File: config.mk
export PLATFORM = sky130hd
export DESIGN_NAME = cmp_addsub
export DESIGN_NICKNAME = d
export VERILOG_FILES = /design/src/rtl/cas_pkg.sv /design/src/rtl/cas_operand_prep.sv /design/src/rtl/cas_ripple_adder.sv /design/src/rtl/cas_result_fix.sv /design/src/rtl/cmp_addsub.sv
export SDC_FILE = /design/constraint.sdc
export NUM_CORES = 1
export LEC_CHECK = 0
export ABC_AREA = 1
export BUFFER_PORTS_ARGS = -buffer_cell sky130_fd_sc_hd__buf_2
export CORE_MARGIN = 3
export CORE_UTILIZATION = 53
export DETAILED_ROUTE_END_ITERATION = 12
export PLACE_DENSITY = 0.8
export SLEW_MARGIN = 25
export SYNTH_ARGS = -nofsm -noshare
export SYNTH_HDL_FRONTEND = slang
export SYNTH_SLANG_ARGS = --single-unit
File: constraint.sdc
create_clock -name clk -period 18 [get_ports clk]
set_clock_uncertainty 0.1 [all_clocks]
set_input_delay 2.7 -clock clk [delete_from_list [all_inputs] [get_ports clk]]
set_output_delay 2.7 -clock clk [all_outputs]
set_load 0.02 [all_outputs]
File: src/rtl/cas_pkg.sv
package cas_pkg;
    typedef enum logic [0:0] {
        S_IDLE = 1'b0,
        S_OUT  = 1'b1
    } cas_state_e;
endpackage

File: src/rtl/cas_operand_prep.sv
module cas_operand_prep #(
    parameter int WIDTH = 8
) (
    input  logic [WIDTH-1:0] opb,
    input  logic             op_sub,
    input  logic             ones_mode,
    output logic [WIDTH-1:0] b_eff,
    output logic             carry_in
);
    // Subtrahend is inverted; two's complement adds the extra one as carry-in
    assign b_eff    = op_sub ? ~opb : opb;
    assign carry_in = op_sub & ~ones_mode;
endmodule

File: src/rtl/cas_ripple_adder.sv
module cas_ripple_adder #(
    parameter int WIDTH = 8
) (
    input  logic [WIDTH-1:0] a,
    input  logic [WIDTH-1:0] b,
    input  logic             cin,
    output logic [WIDTH-1:0] sum,
    output logic             c_top_in,
    output logic             c_out
);
    logic [WIDTH:0] carry;

    assign carry[0] = cin;

    for (genvar i = 0; i < WIDTH; i++) begin : g_bit
        assign sum[i]     = a[i] ^ b[i] ^ carry[i];
        assign carry[i+1] = (a[i] & b[i]) | (carry[i] & (a[i] ^ b[i]));
    end

    assign c_top_in = carry[WIDTH-1];
    assign c_out    = carry[WIDTH];
endmodule

File: src/rtl/cas_result_fix.sv
module cas_result_fix #(
    parameter int WIDTH = 8
) (
    input  logic [WIDTH-1:0] raw,
    input  logic             c_top_in,
    input  logic             c_out,
    input  logic             op_sub,
    input  logic             ones_mode,
    input  logic             mag_mode,
    output logic [WIDTH-1:0] fixed,
    output logic             sign,
    output logic             ovf,
    output logic             nzero
);
    logic [WIDTH-1:0] pre;
    logic             inc;
    logic             inc_top;
    logic             inc_out;
    logic             negative_sm;
    logic [WIDTH-1:0] zero_vec;

    assign zero_vec    = '0;
    assign negative_sm = op_sub & ~c_out;

    // One incrementer serves both end-around carry and re-complementing
    always_comb begin
        if (!mag_mode) begin
            pre = raw;
            inc = ones_mode & c_out;
        end else if (!op_sub) begin
            pre = raw;
            inc = 1'b0;
        end else if (c_out) begin
            pre = raw;
            inc = ones_mode;
        end else begin
            pre = ~raw;
            inc = ~ones_mode;
        end
    end

    cas_ripple_adder #(.WIDTH(WIDTH)) u_inc (
        .a        (pre),
        .b        (zero_vec),
        .cin      (inc),
        .sum      (fixed),
        .c_top_in (inc_top),
        .c_out    (inc_out)
    );

    // Carry into sign includes any ripple from the correction pass
    assign ovf   = ~mag_mode & ((c_top_in | inc_top) ^ (c_out | inc_out));
    assign sign  = mag_mode ? negative_sm : fixed[WIDTH-1];
    assign nzero = mag_mode ? (negative_sm & ones_mode & (fixed == '0))
                            : (ones_mode & (&fixed));
endmodule

File: src/rtl/cmp_addsub.sv
module cmp_addsub
    import cas_pkg::*;
#(
    parameter int WIDTH = 8
) (
    input  logic             clk,
    input  logic             rst,
    input  logic             in_valid,
    input  logic             op_sub,
    input  logic             ones_mode,
    input  logic             mag_mode,
    input  logic [WIDTH-1:0] opa,
    input  logic [WIDTH-1:0] opb,
    output logic             out_valid,
    output logic [WIDTH-1:0] result,
    output logic             sign_flag,
    output logic             ovf_flag,
    output logic             neg_zero
);
    cas_state_e       state_q, state_d;
    logic [WIDTH-1:0] b_eff;
    logic             cin;
    logic [WIDTH-1:0] raw;
    logic             c_top_in, c_out;
    logic [WIDTH-1:0] fixed;
    logic             sign_c, ovf_c, nz_c;

    cas_operand_prep #(.WIDTH(WIDTH)) u_prep (
        .opb       (opb),
        .op_sub    (op_sub),
        .ones_mode (ones_mode),
        .b_eff     (b_eff),
        .carry_in  (cin)
    );

    cas_ripple_adder #(.WIDTH(WIDTH)) u_add (
        .a        (opa),
        .b        (b_eff),
        .cin      (cin),
        .sum      (raw),
        .c_top_in (c_top_in),
        .c_out    (c_out)
    );

    cas_result_fix #(.WIDTH(WIDTH)) u_fix (
        .raw       (raw),
        .c_top_in  (c_top_in),
        .c_out     (c_out),
        .op_sub    (op_sub),
        .ones_mode (ones_mode),
        .mag_mode  (mag_mode),
        .fixed     (fixed),
        .sign      (sign_c),
        .ovf       (ovf_c),
        .nzero     (nz_c)
    );

    // Next-state: accept / stream on in_valid, drain / wait otherwise
    always_comb begin
        unique case (state_q)
            S_IDLE:  state_d = in_valid ? S_OUT : S_IDLE;
            S_OUT:   state_d = in_valid ? S_OUT : S_IDLE;
        endcase
    end

    always_ff @(posedge clk) begin
        if (rst) state_q <= S_IDLE;
        else     state_q <= state_d;
    end

    assign out_valid = (state_q == S_OUT);

    always_ff @(posedge clk) begin
        if (rst) begin
            result    <= '0;
            sign_flag <= 1'b0;
            ovf_flag  <= 1'b0;
            neg_zero  <= 1'b0;
        end else if (in_valid) begin
            result    <= fixed;
            sign_flag <= sign_c;
            ovf_flag  <= ovf_c;
            neg_zero  <= nz_c;
        end
    end


    valid_follow_chk: assert property (@(posedge clk) disable iff (rst)
        in_valid |=> out_valid);

    valid_drop_chk: assert property (@(posedge clk) disable iff (rst)
        !in_valid |=> !out_valid);

    no_overflow_chk: assert property (@(posedge clk) disable iff (rst)
        (in_valid && mag_mode) |=> !ovf_flag);

    unsigned_add_sign_chk: assert property (@(posedge clk) disable iff (rst)
        (in_valid && mag_mode && !op_sub) |=> (!sign_flag && !neg_zero));

    twos_no_nz_chk: assert property (@(posedge clk) disable iff (rst)
        (in_valid && !ones_mode) |=> !neg_zero);

    signed_sign_chk: assert property (@(posedge clk) disable iff (rst)
        (in_valid && !mag_mode) |=> (sign_flag == result[WIDTH-1]));

    hold_result_chk: assert property (@(posedge clk) disable iff (rst)
        !in_valid |=> ($stable(result) && $stable(sign_flag) && $stable(neg_zero)));
endmodule

==> summary.md, run 1 <==
| Metric | Value |
|---|---|
| Outcome | finished clean |
| Dpl cells | 181 |
| CTS Sinks | 12 |
| Comb pwr share | 0.525 |
| Post-synth top area share | 0.238 |
| Internal power | 59.6 µW |
| I/O pins | 34 |
| Async S/R FF share, synth | 0 |
| Crit Path Max Fanout | 10 |
| Total power | 97.8 µW |
| Core ar. | 0.00176 mm² |
| Root buffer cell | clkbuf_4 |
| Cts bufs inserted | 3 |
| Fillers | 185 |
| Synthesized area | 0.00101 mm² |
| Main flop type after synthesis | dfxtp_1 |
| Max Buffers Root-to-Sink | 2 |
| Post-Synthesis Cells | 126 |
| Crit Path Class | primary input to flip-flop |
| Die Wd | 49.6 µm |
| Pwr per Cell Area | 81.5 mW/mm² |
| Critical Path Start | op_sub |
| CP Data Arrival Time | 8.67 ns |
| Leak Pwr | 0.635 nW |
| HP Start | ovf_flag |
| Post-route ant nets | 0 |
| Routed length per instance | 11.1 µm |
| Final std cells w/o fill | 184 |
| Final setup viols | 0 |
| Max cap viols | 0 |
| Syn Nets | 165 |
| CTS tree | yes |
| Die ar. | 0.00246 mm² |
| First drt pass iteration count | 4 |
| CP Capture Type | flip-flop |
| Fin. Hold Viols | 0 |
| Vias in the first global route | 926 |
| # DRC | 0 |
| Clk slew on worst S/H paths | 0.07 ns |
| Initial core utilization | 0.572 |
| Post_cts resized | 0 |
| Hold Buf Count CTS | 0 |
| F_max | 117 MHz |
| Count leader, synth | nor2_1 |
| Top cells by count, synth | 27 x nor2_1, 17 x inv_1, 14 x nand2_1 |
| Seq pwr share | 0.317 |
| Area contributors post-synth | dfxtp_1 24%, fa_1 16%, ha_1 11%, nor2_1 10%, xnor2_1 9.6% |
| Startpoint Class | primary input |
| CTS H-tree depth | 1 |
| Register area share after synthesis | 0.238 |
| Initial drt markers | 12 |
| Port bufs | 33 |
| RSZ-0062 raised after global routing | no |
| GP Congestion | 0.763 |
| Total Wirelength | 2050 µm |
| Nets | 200 |
| Normalized max-slew margin | 0.784 |
| Via/cell ratio | 4.89 |
| Grt ovf | 0 |
| Seq cells post-synth | 12 |
| Peak VDD IR | 53.1 µV |
| Largest net degree at the start of global routing | 15 |
| All-Layer GR Usage | 0.181 |
| N_diodes | 0 |
| Hold Crit Class | flip-flop to flip-flop |
| First-pass GRT wire length | 3540 µm |
| Area Overhead vs Synth | 19.0% |
| Worst Path Required | 18.11 ns |
| Die Ht | 49.6 µm |
| Sw Pwr | 38.2 µW |
| Power share of the clock group | 0.158 |
| Worst R2R Setup Slack | 17.23 ns |
| Setup bufs post-CTS | 0 |
| Syn avg cell area | 8.00 µm² |
| Post-synth top area cell | dfxtp_1 |
| Post-DP HPWL | 1720 µm |
| Worst skew pair latency | 0.26 ns |
| Reg2Reg Launch Point | sign_flag |
| Sw frac | 0.390 |
| Post-synth EDFFs | 0 |
| Setup tns final | 0 ns |
| Slew @ Worst Pin | 0.323 ns |
| Slew Limit Fails | 0 |
| Min Clock Period, post-route | 8.56 ns |
| Initial antenna violation count | 0 |
| Ys Warns | 0 |
| Unique cell type count in the Yosys netlist | 19 |
| Tcrit/Tclk final | 0.476 |
| Ratio of cells with drive above 1 in the final layout | 0.245 |
| Rows | 15 |
| DR vias | 899 |
layout make-up:
class | count | area (µm²) | share of cell area
tap | 25 | 31.3 | 0.0261
timing repair buffer | 33 | 165 | 0.138
sequential | 12 | 240 | 0.200
multi-input combinational | 93 | 673 | 0.561
clock buffer | 3 | 22.5 | 0.0188
inverter | 18 | 67.6 | 0.0563
kinds of logic (layout without fill, tap and decap cells):
kind of cell    after synthesis  in the layout  synth area share
compound gates               13             13            0.0670
xor+xnor                     16             16             0.139
simple gates                 47             47             0.191
fa+ha+maj                    17             17             0.270
buf+inv                      21             54            0.0943
flops                        12             12             0.238
worst max-delay path, stage by stage:
cell     delay [ns]
buf_2          0.19
xor2_1         0.21
fa_1           0.42
fa_1           0.40
fa_1           0.40
fa_1           0.40
fa_1           0.38
inv_1          0.08
fa_1           0.19
fa_1           0.24
fa_1           0.26
nand3_2        0.29
xnor2_1        0.23
ha_1           0.19
ha_1           0.20
ha_1           0.19
ha_1           0.19
ha_1           0.20
ha_1           0.21
ha_1           0.22
ha_1           0.29
or2_2          0.29
nor2_1         0.10
nand2_1        0.05
nand3_1        0.06
nand2_1        0.05
inv_1          0.05
path summary, 6_finish.rpt:
kind                             endpoint  cells past startpoint
worst min-delay path             ovf_flag                      2
worst min register to register   ovf_flag                      2
worst max register to register  sign_flag                      2
worst max-delay path             neg_zero                     27
registers in the layout, indices dropped and copies added, names as in the netlist:
| register | flops |
|---|---|
| neg_zero | 1 |
| out_valid | 1 |
| ovf_flag | 1 |
| result | 8 |
| sign_flag | 1 |
power by group through the flow:
stage / sequential [mW] / combinational, mW / clock (mW)
after global routing: 0.0314 / 0.0574 / 0.0175
after CTS: 0.0310 / 0.0516 / 0.0158
final: 0.0310 / 0.0514 / 0.0155
after detailed placement: 0.0315 / 0.0513 / 0
after floorplan: 0.0355 / 0.0345 / 0
after global placement: 0.0314 / 0.0492 / 0
layout by cell type (no fill, tap or decap):
| master | Yosys | layout |
|---|---|---|
| buf_2 | 1 | 33 |
| nor2_1 | 27 | 27 |
| inv_1 | 17 | 17 |
| nand2_1 | 14 | 14 |
| dfxtp_1 | 12 | 12 |
| xnor2_1 | 11 | 11 |
| o21ai_0 | 9 | 9 |
| ha_1 | 9 | 9 |
| fa_1 | 8 | 8 |
| xor2_1 | 5 | 5 |
| a21oi_1 | 3 | 3 |
| clkbuf_4 | 0 | 3 |
| nand3_1 | 2 | 2 |
| nand3_2 | 1 | 1 |
| o31ai_1 | 1 | 1 |
| nand4_1 | 1 | 1 |
| clkinv_1 | 1 | 1 |
| or2_2 | 1 | 1 |
| nor2_2 | 1 | 1 |
metal layers:
metal,GRT usage,wire (µm),share of wire,vias to the layer above
met3,0.0393,113,0.055,2
met1,0.191,815,0.40,413
met5,0,0,0,-
met4,0.0415,17,0.0083,0
li1,-,-,-,455
met2,0.355,1100,0.54,29
metrics by stage:
stage          instance area [µm²]  hold WS (ns)   util  worst slack (ns)
5_1_grt                       1200         0.395  0.680              9.07
3_5_place_dp                  1180         0.353  0.667              9.16
4_1_cts                       1200         0.364  0.680              9.42
2_1_floorplan                 1010         0.439      -              9.74
3_3_place_gp                  1180         0.349  0.667              9.35
6_report                      1200         0.361  0.680              9.44
Note: power is estimated with default switching activity, not from simulation.
==> run 2: changes to the inputs <==
CORE_UTILIZATION = 49   (was 53)
PLACE_DENSITY = 0.74   (was 0.8)
clock period = 8.9 ns   (was 18 ns; I/O delays follow)
==> run 2 against run 1 <==
Worst setup slack lost 7.8 ns. Final cell count rose by 0.54%. Clock power grew to 2.7 times the previous value. Design area rose by 1.1%. Sequential share of layout area is 0.23 points lower. Via count is 0.33% lower. Clock-buffer cell count rose by 1. Critical path type unchanged. Critical endpoint unchanged. Highest routed layer is now met3.
==> summary.md, run 2 (synthesis gave the netlist of run 1 again) <==
| Metric | Value |
|---|---|
| Outcome | finished clean (unchanged) |
| All-Layer GR Usage | 0.170 (was 0.181) |
| Placed cell areas | 0.00118 mm² (unchanged) |
| Reg2Reg Launch Point | sign_flag (unchanged) |
| Nets | 200 (unchanged) |
| Slew @ Worst Pin | 0.311 ns (was 0.323 ns) |
| Vias in the first global route | 861 (was 926) |
| Final std cells w/o fill | 185 (was 184) |
| Sw Pwr | 77.7 µW (was 38.2 µW) |
| Sw frac | 0.374 (was 0.390) |
| Max Buffers Root-to-Sink | 2 (unchanged) |
| Power share of the clock group | 0.203 (was 0.158) |
| First-pass GRT wire length | 3440 µm (was 3540 µm) |
| Multi-input gate area | 673 µm² (unchanged) |
| Die Wd | 51.4 µm (was 49.6 µm) |
| Ratio of cells with drive above 1 in the final layout | 0.250 (was 0.245) |
| Largest Register | result (unchanged) |
| Hold EP | ovf_flag (unchanged) |
| Initial drt markers | 13 (was 12) |
| Setup bufs post-CTS | 0 (unchanged) |
| Worst R2R End | sign_flag (unchanged) |
| Most frequent cells in the layout | 33 x buf_2, 27 x nor2_1, 17 x inv_1, 14 x nand2_1, 12 x dfxtp_1 (unchanged) |
| Post-route ant nets | 0 (unchanged) |
| CP Capture Type | flip-flop (unchanged) |
| Core ar. | 0.00184 mm² (was 0.00176 mm²) |
| Area Overhead vs Synth | 20.3% (was 19.0%) |
| Startpoint Class | primary input (unchanged) |
| Worst R2R Setup Slack | 8.17 ns (was 17.23 ns) |
| Fillers | 187 (was 185) |
| Largest net degree at the start of global routing | 15 (unchanged) |
| RSZ-0062 raised after global routing | no (unchanged) |
| Min Clock Period, post-route | 7.21 ns |
| Dpl cells | 181 (unchanged) |
| Hold Crit Class | flip-flop to flip-flop (unchanged) |
| # DRC | 0 (unchanged) |
| Routed length per instance | 10.5 µm (was 11.1 µm) |
| GP Congestion | 0.801 (was 0.763) |
| CTS tree | yes (unchanged) |
| CTS Sinks | 12 (unchanged) |
| Max cap viols | 0 (unchanged) |
| Initial core utilization | 0.548 (was 0.572) |
| Seq pwr share | 0.301 (was 0.317) |
| DR vias | 896 (was 899) |
| Clk slew on worst S/H paths | 0.07 ns (about the same) |
| Storage cell area | 240 µm² (unchanged) |
| WHS Path Cells | 2 (unchanged) |
| I/O pins | 34 (unchanged) |
| Number of flip-flops in the largest register | 8 (unchanged) |
| Tcrit/Tclk final | 0.810 |
| Total Wirelength | 1930 µm (was 2050 µm) |
| Most common cell after layout, fill and taps aside | buf_2 (unchanged) |
| Internal power | 130 µW (was 59.6 µW) |
| Fin area | 0.00121 mm² (was 0.00120 mm²) |
| HP Start | ovf_flag (unchanged) |
| Setup tns final | 0 ns (unchanged) |
| Peak VDD IR | 148 µV (was 53.1 µV) |
| N_diodes | 0 (unchanged) |
| Die Ht | 51.4 µm (was 49.6 µm) |
| Worst Reg2Reg Path Length in Cells | 2 (unchanged) |
| Via/cell ratio | 4.84 (was 4.89) |
| CTS H-tree depth | 1 (unchanged) |
| Grt ovf | 0 (unchanged) |
| Rows | 15 (unchanged) |
| First drt pass iteration count | 4 (unchanged) |
| Leak Pwr | 0.643 nW (was 0.635 nW) |
| Initial antenna violation count | 0 (unchanged) |
| Pwr per Cell Area | 171 mW/mm² (was 81.5 mW/mm²) |
| Normalized max-slew margin | 0.792 (was 0.784) |
| CP Data Arrival Time | 7.33 ns (was 8.67 ns) |
| Worst skew pair latency | 0.27 ns (was 0.26 ns) |
| Final setup viols | 0 (unchanged) |
| Post-DP HPWL | 1700 µm (was 1720 µm) |
| Root buffer cell | clkbuf_4 (unchanged) |
| Crit Path Max Fanout | 10 (unchanged) |
| Hold Buf Count CTS | 0 (unchanged) |
| Die ar. | 0.00264 mm² (was 0.00246 mm²) |
| Crit Path Class | primary input to flip-flop (unchanged) |
| Worst Path Required | 9.02 ns (was 18.11 ns) |
| Port bufs | 33 (unchanged) |
| Slew Limit Fails | 0 (unchanged) |
| Cts bufs inserted | 3 (unchanged) |
| F_max | 139 MHz |
| Comb pwr share | 0.497 (was 0.525) |
| Fin. Hold Viols | 0 (unchanged) |
| Post_cts resized | 0 (unchanged) |
| Total power | 208 µW (was 97.8 µW) |
## run 2: stage by stage
| step | utilization | setup WS, ns | hold WS [ns] |
|---|---|---|---|
| finish | 0.660 | 1.69 | 0.373 |
| global route | 0.660 | 1.32 | 0.405 |
| CTS | 0.660 | 1.64 | 0.374 |
| detailed placement | 0.640 | 1.40 | 0.363 |
| global placement | 0.640 | 1.55 | 0.348 |
| floorplan | - | 2.00 | 0.439 |
## run 2: power by group through the flow
stage	sequential (mW)	combinational (mW)	clock, mW
after global routing	0.0632	0.118	0.0460
after floorplan	0.0718	0.0698	0
after global placement	0.0635	0.0995	0
after CTS	0.0624	0.104	0.0427
final	0.0625	0.103	0.0421
after detailed placement	0.0637	0.104	0
## run 2: critical path, stage by stage
cell	delay, ns
buf_2	0.18
xor2_1	0.20
fa_1	0.41
fa_1	0.41
fa_1	0.40
fa_1	0.40
fa_1	0.37
inv_1	0.08
fa_1	0.19
fa_1	0.24
fa_1	0.26
nand3_2	0.29
xnor2_1	0.22
ha_1	0.19
ha_1	0.20
ha_1	0.20
ha_1	0.20
ha_1	0.20
ha_1	0.20
ha_1	0.21
ha_1	0.32
or2_2	0.30
nor2_1	0.11
nand2_1	0.06
nand3_1	0.07
nand2_1	0.05
inv_1	0.04
## run 2: worst max path at each step
stage / slack [ns] / cells after the start / startpoint / endpoint
floorplan: 2.00 / 28 / op_sub / neg_zero
global placement: 1.55 / 27 / op_sub / neg_zero
detailed placement: 1.40 / 27 / op_sub / neg_zero
CTS: 1.64 / 27 / op_sub / neg_zero
global route: 1.32 / 27 / op_sub / neg_zero
finish: 1.69 / 27 / op_sub / neg_zero
## run 2: layout make-up
cell class	count	share of cell area
well taps	25	0.0258
clock buffers	4	0.0299
repair buffers	33	0.136
multi-input cells	93	0.555
flip-flops and latches	12	0.198
inverters	18	0.0557
## run 2: per-layer routing
metal | vias to the layer above | part of all wire | track usage
met5 | - | 0 | 0
met4 | 0 | 0 | 0.0131
met3 | 0 | 0.061 | 0.0437
met2 | 22 | 0.54 | 0.311
met1 | 419 | 0.40 | 0.206
li1 | 455 | - | -
==> run 3: changes to the inputs <==
CORE_UTILIZATION = 45   (was 49)
PLACE_DENSITY = 0.71   (was 0.74)
clock period = 5.9 ns   (was 8.9 ns; I/O delays follow)
==> run 3 against run 2 <==
Register-to-register slack got worse by 3.0 ns. Design area rose by 17%. Non-clock buffer count rose by 9. Clock power rose by 51%. Utilization rose by 3.6 points. Global-route usage rose by 0.59 points. Hold slack got worse by 0.0029 ns. Critical endpoint unchanged. Largest cell class unchanged.
==> summary.md, run 3 (synthesis gave the netlist of run 1 again) <==
| Metric | Value |
|---|---|
| Outcome | finished clean (unchanged) |
| Multi-input gate area | 811 µm² (was 673 µm²) |
| Leak Pwr | 0.671 nW (was 0.643 nW) |
| GP Congestion | 0.788 (was 0.801) |
| Hold Crit Class | flip-flop to flip-flop (unchanged) |
| Sw Pwr | 134 µW (was 77.7 µW) |
| Vias in the first global route | 956 (was 861) |
| Met2 Track Usage GR | 0.322 (was 0.311) |
| Max stage delay on crit path | 0.39 ns (was 0.41 ns) |
| Met3 Use GR | 0.0563 (was 0.0437) |
| Initial drt markers | 14 (was 13) |
| Total Wirelength | 2200 µm (was 1930 µm) |
| Normalized max-slew margin | 0.826 (was 0.792) |
| CP Data Arrival Time | 5.99 ns (was 7.33 ns) |
| # DRC | 0 (unchanged) |
| Setup tns final | 0 ns (unchanged) |
| Grt met1 use | 0.198 (was 0.206) |
| Worst Path Required | 6.02 ns (was 9.02 ns) |
| First-pass GRT wire length | 3680 µm (was 3440 µm) |
| Area Overhead vs Synth | 40.9% (was 20.3%) |
| Largest Register | result (unchanged) |
| Peak VDD IR | 183 µV (was 148 µV) |
| First drt pass iteration count | 4 (unchanged) |
| Largest net degree at the start of global routing | 15 (unchanged) |
| CTS tree | yes (unchanged) |
| Hold Buf Count CTS | 0 (unchanged) |
| RSZ-0062 raised after global routing | yes (was no) |
| CP Capture Type | flip-flop (unchanged) |
| Seq pwr share | 0.261 (was 0.301) |
| Tcrit/Tclk final | 0.995 |
| Dpl cells | 192 (was 181) |
| Core ar. | 0.00204 mm² (was 0.00184 mm²) |
| Final std cells w/o fill | 196 (was 185) |
| Crit Path Max Fanout | 3 (was 10) |
| Nets | 209 (was 200) |
| I/O pins | 34 (unchanged) |
| Clk slew on worst S/H paths | 0.07 ns (about the same) |
| Storage cell area | 240 µm² (unchanged) |
| Post-DP HPWL | 1820 µm (was 1700 µm) |
| Hold Slack | 0.370 ns (was 0.373 ns) |
| Crit Path Class | primary input to flip-flop (unchanged) |
| Cts bufs inserted | 3 (unchanged) |
| Max cap viols | 0 (unchanged) |
| Slew Limit Fails | 0 (unchanged) |
| Sw frac | 0.371 (was 0.374) |
| Startpoint Class | primary input (unchanged) |
| Most used cell, CP | fa_2 |
| Power share of the clock group | 0.176 (was 0.203) |
| Busiest layer in global routing | met2 (unchanged) |
| Fin. Hold Viols | 0 (unchanged) |
| Root buffer cell | clkbuf_4 (unchanged) |
| Pwr per Cell Area | 254 mW/mm² (was 171 mW/mm²) |
| Most common cell after layout, fill and taps aside | buf_2 (unchanged) |
| Comb pwr share | 0.562 (was 0.497) |
| Post-route ant nets | 0 (unchanged) |
| Routed length per instance | 11.2 µm (was 10.5 µm) |
| Worst skew pair latency | 0.27 ns (about the same) |
| Most frequent cells in the layout | 33 x buf_2, 27 x nor2_1, 15 x inv_1, 14 x nand2_1, 12 x dfxtp_1 (was 33 x buf_2, 27 x nor2_1, 17 x inv_1, 14 x nand2_1, 12 x dfxtp_1) |
| Slowest-stage cell, CP | fa_2 (was fa_1) |
| All-Layer GR Usage | 0.176 (was 0.170) |
| Die Ht | 53.3 µm (was 51.4 µm) |
| Ratio of cells with drive above 1 in the final layout | 0.414 (was 0.250) |
| CTS H-tree depth | 1 (unchanged) |
| CTS Sinks | 12 (unchanged) |
| Die Wd | 53.3 µm (was 51.4 µm) |
| Initial core utilization | 0.494 (was 0.548) |
| Initial antenna violation count | 0 (unchanged) |
| Max Buffers Root-to-Sink | 2 (unchanged) |
| Port bufs | 33 (unchanged) |
| Internal power | 227 µW (was 130 µW) |
| Fillers | 173 (was 187) |
| Rows | 16 (was 15) |
| Die ar. | 0.00285 mm² (was 0.00264 mm²) |
| N_diodes | 0 (unchanged) |
| Final setup viols | 0 (unchanged) |
| Slew @ Worst Pin | 0.259 ns (was 0.311 ns) |
| Number of flip-flops in the largest register | 8 (unchanged) |
| Via/cell ratio | 4.74 (was 4.84) |
| F_max | 170 MHz |
| Min Clock Period, post-route | 5.87 ns |
| DR vias | 930 (was 896) |
| Grt ovf | 0 (unchanged) |
## run 3: cell types whose count changed in the layout (fill, tap and decap cells not counted), sizes merged
cell / before / now
buf: 33 / 42
## run 3: metrics by stage
step                power (mW)  worst slack (ns)  instance area [µm²]   util
finish                   0.361            0.0308                 1420  0.696
global route             0.393            -0.128                 1420  0.696
CTS                      0.359            0.0192                 1410  0.690
detailed placement       0.297            -0.543                 1370  0.670
global placement         0.290            -0.483                 1370  0.670
floorplan                0.244            -0.344                 1140      -
## run 3: final timing paths
check | start | endpoint | slack, ns | cells after the start
worst max-delay path | opb[0] | neg_zero | 0.03 | 28
worst min-delay path | ovf_flag | ovf_flag | 0.37 | 2
worst max register to register | sign_flag | sign_flag | 5.16 | 2
worst min register to register | ovf_flag | ovf_flag | 0.37 | 2
## run 3: worst max-delay path: cells and delay by family
kind          cells  cell delay (ns)
simple gates      6             0.60
xor+xnor          2             0.33
buf+inv           4             0.33
fa+ha+maj        16             3.85
## run 3: cell type report
class / count / area share
clock buffers: 4 / 0.0255
inverters: 18 / 0.0475
multi-input cells: 93 / 0.570
flip-flops and latches: 12 / 0.169
well taps: 27 / 0.0238
repair buffers: 42 / 0.164
## run 3: power by group through the flow
| stage | Clock, mW | Combinational [mW] | Sequential (mW) |
|---|---|---|---|
| 2_1_floorplan | 0 | 0.135 | 0.108 |
| 3_3_place_gp | 0 | 0.194 | 0.0956 |
| 3_5_place_dp | 0 | 0.201 | 0.0960 |
| 4_1_cts | 0.0648 | 0.200 | 0.0941 |
| 5_1_grt | 0.0701 | 0.228 | 0.0951 |
| 6_report | 0.0636 | 0.203 | 0.0942 |
## run 3: what timing repair did
action                                  4_1_cts  5_1_grt
gates resized for setup                       1        2
setup buffers                                 0        0
endpoints found under the setup margin        4        2
gates cloned                                  0        0
pin swaps                                     9        4
## run 3: layer usage
| metal | up-vias | share of wire |
|---|---|---|
| met4 | 0 | 0 |
| met1 | 433 | 0.41 |
| met3 | 0 | 0.061 |
| met2 | 26 | 0.52 |
| met5 | - | 0 |
| li1 | 471 | - |
